===== src/rtl/wdog_pkg.sv =====
`timescale 1ns/1ps
package wdog_pkg;
  localparam int ADDR_W = 5;
  localparam logic [7:0] RESTART_KEY = 8'h76;

  typedef enum logic [ADDR_W-1:0] {
    OFF_CTRL    = 5'h00,
    OFF_RANGE   = 5'h04,
    OFF_COUNT   = 5'h08,
    OFF_RESTART = 5'h0C,
    OFF_STATUS  = 5'h10,
    OFF_EOI     = 5'h14
  } reg_off_e;
endpackage


===== src/rtl/wdog_counter.sv =====
`timescale 1ns/1ps
module wdog_counter #(
  parameter int TOP_BASE = 16,
  parameter int IDX_W    = 4,
  parameter int CNT_W    = 31
) (
  input  logic             clk_i,
  input  logic             rst_ni,
  input  logic             en_i,
  input  logic             load_i,
  input  logic [IDX_W-1:0] idx_i,
  output logic [CNT_W-1:0] cnt_o,
  output logic             expire_o
);
  localparam int NUM_TOPS = 1 << IDX_W;

  logic [CNT_W-1:0] tops [NUM_TOPS];
  logic [CNT_W-1:0] cnt_q;

  for (genvar g = 0; g < NUM_TOPS; g++) begin : g_top
    assign tops[g] = CNT_W'((64'(1) << (TOP_BASE + g)) - 64'(1));
  end

  // a load in the same cycle as zero wins over expiry
  assign expire_o = en_i && (cnt_q == '0) && !load_i;
  assign cnt_o    = cnt_q;

  always_ff @(posedge clk_i or negedge rst_ni) begin
    if (!rst_ni)                  cnt_q <= '0;
    else if (load_i || expire_o)  cnt_q <= tops[idx_i];
    else if (en_i)                cnt_q <= cnt_q - CNT_W'(1);
  end
endmodule


===== src/rtl/wdog_rst_pulse.sv =====
`timescale 1ns/1ps
module wdog_rst_pulse #(
  parameter int PULSE_W = 3
) (
  input  logic               clk_i,
  input  logic               rst_ni,
  input  logic               fire_i,
  input  logic [PULSE_W-1:0] len_i,
  output logic               rst_o
);
  localparam int PCNT_W = 1 << PULSE_W;

  logic              active_q;
  logic [PCNT_W-1:0] cnt_q;
  logic [PULSE_W:0]  sh;

  assign sh    = {1'b0, len_i} + 1'b1;
  assign rst_o = active_q;

  // not retriggerable while running
  always_ff @(posedge clk_i or negedge rst_ni) begin
    if (!rst_ni) begin
      active_q <= 1'b0;
      cnt_q    <= '0;
    end else if (!active_q) begin
      if (fire_i) begin
        active_q <= 1'b1;
        cnt_q    <= (PCNT_W'(1) << sh) - PCNT_W'(1);
      end
    end else if (cnt_q == '0) begin
      active_q <= 1'b0;
    end else begin
      cnt_q <= cnt_q - PCNT_W'(1);
    end
  end
endmodule


===== src/rtl/wdog_regs.sv =====
`timescale 1ns/1ps
module wdog_regs
  import wdog_pkg::*;
#(
  parameter int DATA_W  = 32,
  parameter int IDX_W   = 4,
  parameter int PULSE_W = 3,
  parameter int CNT_W   = 31
) (
  input  logic               clk_i,
  input  logic               rst_ni,
  input  logic [ADDR_W-1:0]  addr_i,
  input  logic               we_i,
  input  logic               re_i,
  input  logic [DATA_W-1:0]  wdata_i,
  input  logic [CNT_W-1:0]   cnt_i,
  input  logic               irq_set_i,
  output logic               en_o,
  output logic               en_set_o,
  output logic               mode_o,
  output logic [PULSE_W-1:0] len_o,
  output logic [IDX_W-1:0]   idx_o,
  output logic               restart_o,
  output logic               irq_o,
  output logic [DATA_W-1:0]  rdata_o
);
  logic               en_q, mode_q, irq_q;
  logic [PULSE_W-1:0] len_q;
  logic [IDX_W-1:0]   idx_q;
  logic               wr_ctrl, wr_range, eoi;
  logic               unused_wdata;

  assign unused_wdata = ^wdata_i[DATA_W-1:8];

  assign wr_ctrl   = we_i && (addr_i == OFF_CTRL);
  assign wr_range  = we_i && (addr_i == OFF_RANGE);
  assign eoi       = re_i && (addr_i == OFF_EOI);
  assign en_set_o  = wr_ctrl && wdata_i[0] && !en_q;
  assign restart_o = we_i && (addr_i == OFF_RESTART) &&
                     (wdata_i[7:0] == RESTART_KEY) && en_q;

  always_ff @(posedge clk_i or negedge rst_ni) begin
    if (!rst_ni) begin
      en_q   <= 1'b0;
      mode_q <= 1'b0;
      len_q  <= '0;
      idx_q  <= '0;
      irq_q  <= 1'b0;
    end else begin
      if (wr_ctrl) begin
        en_q   <= en_q | wdata_i[0];  // sticky
        mode_q <= wdata_i[1];
        len_q  <= wdata_i[2 +: PULSE_W];
      end
      if (wr_range) idx_q <= wdata_i[IDX_W-1:0];
      if (irq_set_i) irq_q <= 1'b1;
      else if (eoi)  irq_q <= 1'b0;
    end
  end

  always_comb begin
    rdata_o = '0;
    case (addr_i)
      OFF_CTRL:   rdata_o = DATA_W'({len_q, mode_q, en_q});
      OFF_RANGE:  rdata_o = DATA_W'(idx_q);
      OFF_COUNT:  rdata_o = DATA_W'(cnt_i);
      OFF_STATUS: rdata_o = DATA_W'(irq_q);
      default:    rdata_o = '0;
    endcase
  end

  assign en_o   = en_q;
  assign mode_o = mode_q;
  assign len_o  = len_q;
  assign idx_o  = idx_q;
  assign irq_o  = irq_q;
endmodule


===== src/rtl/wdog_timer.sv =====
`timescale 1ns/1ps
module wdog_timer
  import wdog_pkg::*;
#(
  parameter int DATA_W   = 32,
  parameter int TOP_BASE = 16,
  parameter int IDX_W    = 4,
  parameter int PULSE_W  = 3
) (
  input  logic              clk_i,
  input  logic              rst_ni,
  input  logic [ADDR_W-1:0] addr_i,
  input  logic              we_i,
  input  logic              re_i,
  input  logic [DATA_W-1:0] wdata_i,
  output logic [DATA_W-1:0] rdata_o,
  output logic              irq_o,
  output logic              sys_rst_o
);
  localparam int CNT_W = TOP_BASE + (1 << IDX_W) - 1;

  logic               en_q, en_set, mode_q, restart, expire, fire, irq_set;
  logic [PULSE_W-1:0] len_q;
  logic [IDX_W-1:0]   idx_q;
  logic [CNT_W-1:0]   cnt_q;

  assign fire    = expire && (!mode_q || irq_o);
  assign irq_set = expire && mode_q && !irq_o;

  wdog_regs #(
    .DATA_W(DATA_W), .IDX_W(IDX_W), .PULSE_W(PULSE_W), .CNT_W(CNT_W)
  ) u_regs (
    .clk_i     (clk_i),
    .rst_ni    (rst_ni),
    .addr_i    (addr_i),
    .we_i      (we_i),
    .re_i      (re_i),
    .wdata_i   (wdata_i),
    .cnt_i     (cnt_q),
    .irq_set_i (irq_set),
    .en_o      (en_q),
    .en_set_o  (en_set),
    .mode_o    (mode_q),
    .len_o     (len_q),
    .idx_o     (idx_q),
    .restart_o (restart),
    .irq_o     (irq_o),
    .rdata_o   (rdata_o)
  );

  wdog_counter #(
    .TOP_BASE(TOP_BASE), .IDX_W(IDX_W), .CNT_W(CNT_W)
  ) u_cnt (
    .clk_i    (clk_i),
    .rst_ni   (rst_ni),
    .en_i     (en_q),
    .load_i   (en_set || restart),
    .idx_i    (idx_q),
    .cnt_o    (cnt_q),
    .expire_o (expire)
  );

  wdog_rst_pulse #(
    .PULSE_W(PULSE_W)
  ) u_pulse (
    .clk_i  (clk_i),
    .rst_ni (rst_ni),
    .fire_i (fire),
    .len_i  (len_q),
    .rst_o  (sys_rst_o)
  );
endmodule


===== config.mk =====
export PLATFORM = sky130hd
export DESIGN_NAME = wdog_timer
export DESIGN_NICKNAME = d
export VERILOG_FILES = /design/src/rtl/wdog_pkg.sv /design/src/rtl/wdog_counter.sv /design/src/rtl/wdog_rst_pulse.sv /design/src/rtl/wdog_regs.sv /design/src/rtl/wdog_timer.sv
export SDC_FILE = /design/constraint.sdc
export NUM_CORES = 1
export LEC_CHECK = 0
export BUFFER_PORTS_ARGS = -buffer_cell sky130_fd_sc_hd__buf_2
export CAP_MARGIN = 0
export CORE_MARGIN = 4
export CORE_UTILIZATION = 52
export CTS_BUF_LIST = sky130_fd_sc_hd__clkbuf_16
export DETAILED_ROUTE_END_ITERATION = 8
export PLACE_DENSITY_LB_ADDON = 0.1
export SLEW_MARGIN = 0
export SYNTH_ARGS = -nofsm -noshare
export SYNTH_HDL_FRONTEND = slang
export SYNTH_SLANG_ARGS = --single-unit

===== constraint.sdc =====
create_clock -name clk_i -period 3.2 [get_ports clk_i]
set_input_delay 0.32 -clock clk_i [delete_from_list [all_inputs] [get_ports clk_i]]
set_output_delay 0.32 -clock clk_i [all_outputs]
set_load 0.005 [all_outputs]

==> impl_table.tex <==
\begin{tabular}{lr}
\hline
Metric & Value \\
\hline
\multicolumn{2}{l}{\textbf{STA}} \\
Measured slew at the worst slew-check pin & 0.787 ns \\
Final-report setup violation count & 0 \\
Aggregate negative setup slack & 0 ns \\
Headroom to the max-slew limit & 0.474 \\
Worst Clk Skew & 0.00879 ns \\
Setup repair after global routing missed its margin & no \\
Top achievable clock speed & 354 MHz \\
Final count of pins violating max slew & 0 \\
Shortest clock period the worst path allows after layout & 2.82 ns \\
Period utilization & 0.882 \\
Final count of hold timing violations & 0 \\
\multicolumn{2}{l}{\textbf{Final layout}} \\
Final Instance Area & 0.00373 sq mm \\
Ratio of cells with drive above 1 in the final layout & 0.203 \\
Net count reported at finish & 471 \\
Syn-to-layout area delta & 14.6\% \\
Antenna diodes & 0 \\
\multicolumn{2}{l}{\textbf{Floorplan}} \\
Effective utilization at floorplan & 0.543 \\
Standard cell core area & 0.00599 sq mm \\
Core Rows & 28 \\
Horiz. Die Dim & 87.1 um \\
Number of ports placed on the die boundary & 75 \\
Height of the die & 87.1 um \\
Die outline area & 0.00758 sq mm \\
\multicolumn{2}{l}{\textbf{Critical path}} \\
Critical-path maximum fanout & 10 \\
Data arrival time of the critical path & 3.03 ns \\
Cells traversed along the worst timing path & or3\_1 > or4\_4 > or2\_4 > o41ai\_4 > buf\_4 > nand3\_1 > o21ai\_0 \\
Type of destination of the critical path & register \\
Data required time at the worst endpoint & 3.41 ns \\
Highest cell delay on the worst timing path & 0.58 ns \\
Worst setup path category & reg2reg \\
Master of the slowest instance on the critical path & or4\_4 \\
Sort of element at the start of the critical path & register \\
\multicolumn{2}{l}{\textbf{Flow run}} \\
Number of maximum-capacitance constraint violations & 0 \\
\multicolumn{2}{l}{\textbf{Clock tree}} \\
Post-CTS Setup Inserts & 0 \\
TritonCTS clock tree & yes \\
PostCTS Resize Cnt & 0 \\
Clock buffer count from CTS & 5 \\
Clock latency at the later pin of the worst-skew pair & 0.29 ns \\
Root Buffer Master & clkbuf\_16 \\
CTS clock-pin slew for the worst setup and hold paths & 0.07 ns \\
Max H-tree Level & 2 \\
Number of buffers added to fix hold violations after cts & 0 \\
Count of clock tree sinks & 50 \\
Maximum clock path buffer count & 2 \\
\multicolumn{2}{l}{\textbf{Placement}} \\
Area post-placement & 0.00358 sq mm \\
DPL Wire Length & 6.14 mm \\
Placer congestion estimate & 0.873 \\
\# port buffers & 49 \\
\multicolumn{2}{l}{\textbf{GRT}} \\
Pin count of the biggest net entering global routing & 27 \\
Wire length of the first global-routing pass & 14.3 mm \\
Total routing usage reported by global routing & 0.234 \\
Initial antenna violation count & 0 \\
Via count of the first global-routing pass & 2985 \\
Overflow after GRT & 0 \\
\multicolumn{2}{l}{\textbf{Logic synthesis}} \\
Synthesized area per cell & 8.56 sq um \\
Net count after synthesis & 424 \\
Sequential cell area fraction in the yosys report & 0.385 \\
Post-synthesis cell area & 0.00325 sq mm \\
Count of flip-flops with a built-in enable after synthesis & 0 \\
Flip-flop cell with the highest count after synthesis & dfrtp\_1 \\
Post-Syn Instances & 380 \\
Number of warnings issued by yosys & 0 \\
Number of synthesized register bits & 50 \\
Share of flip-flops with an asynchronous set or reset & 1.00 \\
Yosys cell types & 58 \\
\multicolumn{2}{l}{\textbf{Routing}} \\
Total routed wirelength & 8.42 mm \\
First-pass iteration count of the detailed router & 4 \\
Detail-routed net length per standard cell & 16.7 um \\
Initial DRC count & 290 \\
DR vias & 3053 \\
Final routed DRC violation total & 0 \\
Remaining antenna violation count after routing & 0 \\
Vias/cell & 6.07 \\
\multicolumn{2}{l}{\textbf{Power and ir drop}} \\
Leakage power & 1.52 nW \\
P per Cell Area & 460 mW/mm\^{}2 \\
IR drop worst, VDD & 0.320 mV \\
\multicolumn{2}{l}{\textbf{Outcome}} \\
Outcome & complete, no violations \\
\multicolumn{2}{l}{\textbf{Min path}} \\
Classification of the worst-slack hold path & in2async \\
\hline
\end{tabular}
==> path summary, 6_finish.rpt <==
check	from	end	slack, ns	depth (start not counted)
max in group asynchronous	rst_ni	u_cnt.cnt_o[3]$_DFFE_PN0P_	2.42	2
setup / recovery	u_cnt.cnt_o[9]$_DFFE_PN0P_	u_cnt.cnt_o[28]$_DFFE_PN0P_	0.38	7
hold reg to reg	u_pulse.cnt_q[4]$_DFFE_PN0P_	u_pulse.cnt_q[4]$_DFFE_PN0P_	0.52	1
min in group clk_i	wdata_i[4]	u_regs.len_o[2]$_DFFE_PN0N_	0.30	2
hold / removal	rst_ni	u_regs.idx_o[3]$_DFFE_PN0P_	0.01	1
setup reg to reg	u_cnt.cnt_o[9]$_DFFE_PN0P_	u_cnt.cnt_o[28]$_DFFE_PN0P_	0.38	7
==> per-layer routing <==
| metal | track usage | vias up | share of wire |
|---|---|---|---|
| met5 | 0 | - | 0 |
| met4 | 0.0878 | 0 | 0.013 |
| met3 | 0.0322 | 16 | 0.059 |
| met2 | 0.375 | 94 | 0.48 |
| met1 | 0.321 | 1458 | 0.45 |
| li1 | - | 1485 | - |
==> state kept, by name, summed over array words and instances, names as in the netlist <==
name / count
u_regs.mode_o: 1
u_pulse.rst_o: 1
u_regs.en_o: 1
u_regs.len_o: 3
u_regs.idx_o: 4
u_regs.irq_o: 1
u_cnt.cnt_o: 31
u_pulse.cnt_q: 8
==> placed cells by master (no fill, tap or decap), types with 5 or more instances in the layout <==
cell type,netlist,layout
nand3b_1,5,5
nand3_1,18,18
nor2b_1,5,5
clkbuf_16,0,5
nor2_1,29,29
xnor2_1,13,13
nand4_1,7,7
buf_4,1,10
or4_1,5,5
buf_2,0,49
inv_1,8,8
nor4_1,8,8
or3_1,8,8
o21ai_0,20,20
nor3_1,15,15
mux2_2,8,8
a21oi_1,20,20
and2_1,27,27
nand2_1,38,38
a31oi_1,7,7
dfrtp_1,50,50
==> power by group <==
group          switching (mW)  internal [mW]  total, mW
Clock                   0.247          0.294      0.541
Sequential              0.156          0.706      0.862
Combinational           0.162          0.148      0.310
==> area by class of cell <==
cell class | instances | area, sq um
clock buffers | 5 | 125
clock inverters | 3 | 25.0
fillers | 536 | 2260
inverters | 10 | 37.5
multi-input cells | 301 | 1870
flip-flops and latches | 50 | 1250
well taps | 75 | 93.8
repair buffers | 59 | 320
==> critical path, delay by kind of cell (launching register included) <==
family                 cells  cell delay, ns
AO/OA/AOI/OAI              2            0.66
flip-flops                 1            0.43
AND/OR/NAND/NOR            4            1.40
buffers and inverters      1            0.25
==> cells in the mapped netlist (13+ instances only) <==
master,number,area share
a21oi_1,20,0.031
and2_1,27,0.052
clkbuf_1,15,0.017
dfrtp_1,50,0.38
nand2_1,38,0.044
nand3_1,18,0.028
nor2_1,29,0.033
nor3_1,15,0.023
o21ai_0,20,0.031
xnor2_1,13,0.035
==> through the flow <==
step | worst slack [ns] | hold slack (ns) | util | power (mW) | instances
final | 0.377 | 0.0116 | 0.622 | 1.71 | 503
after detailed placement | 0.387 | 0.348 | 0.597 | 1.18 | 495
after global placement | 0.465 | 0.341 | 0.597 | 1.17 | 495
after CTS | 0.376 | 0.0306 | 0.622 | 1.72 | 503
after global routing | 0.237 | 0.0483 | 0.622 | 1.80 | 503
after floorplan | 0.650 | 0.0244 | - | 1.05 | 380
==> logic make-up after synthesis <==
logic type               count (synthesis)  synth area share
XOR/XNOR                                17            0.0458
adder cells (fa/ha/maj)                  3            0.0115
other                                    2           0.00231
AND/OR/NAND/NOR                        189             0.317
multiplexers                            10            0.0339
flip-flops                              50             0.385
buffers and inverters                   29            0.0392
AO/OA/AOI/OAI                           80             0.165
(Power assumes the default switching activity.)
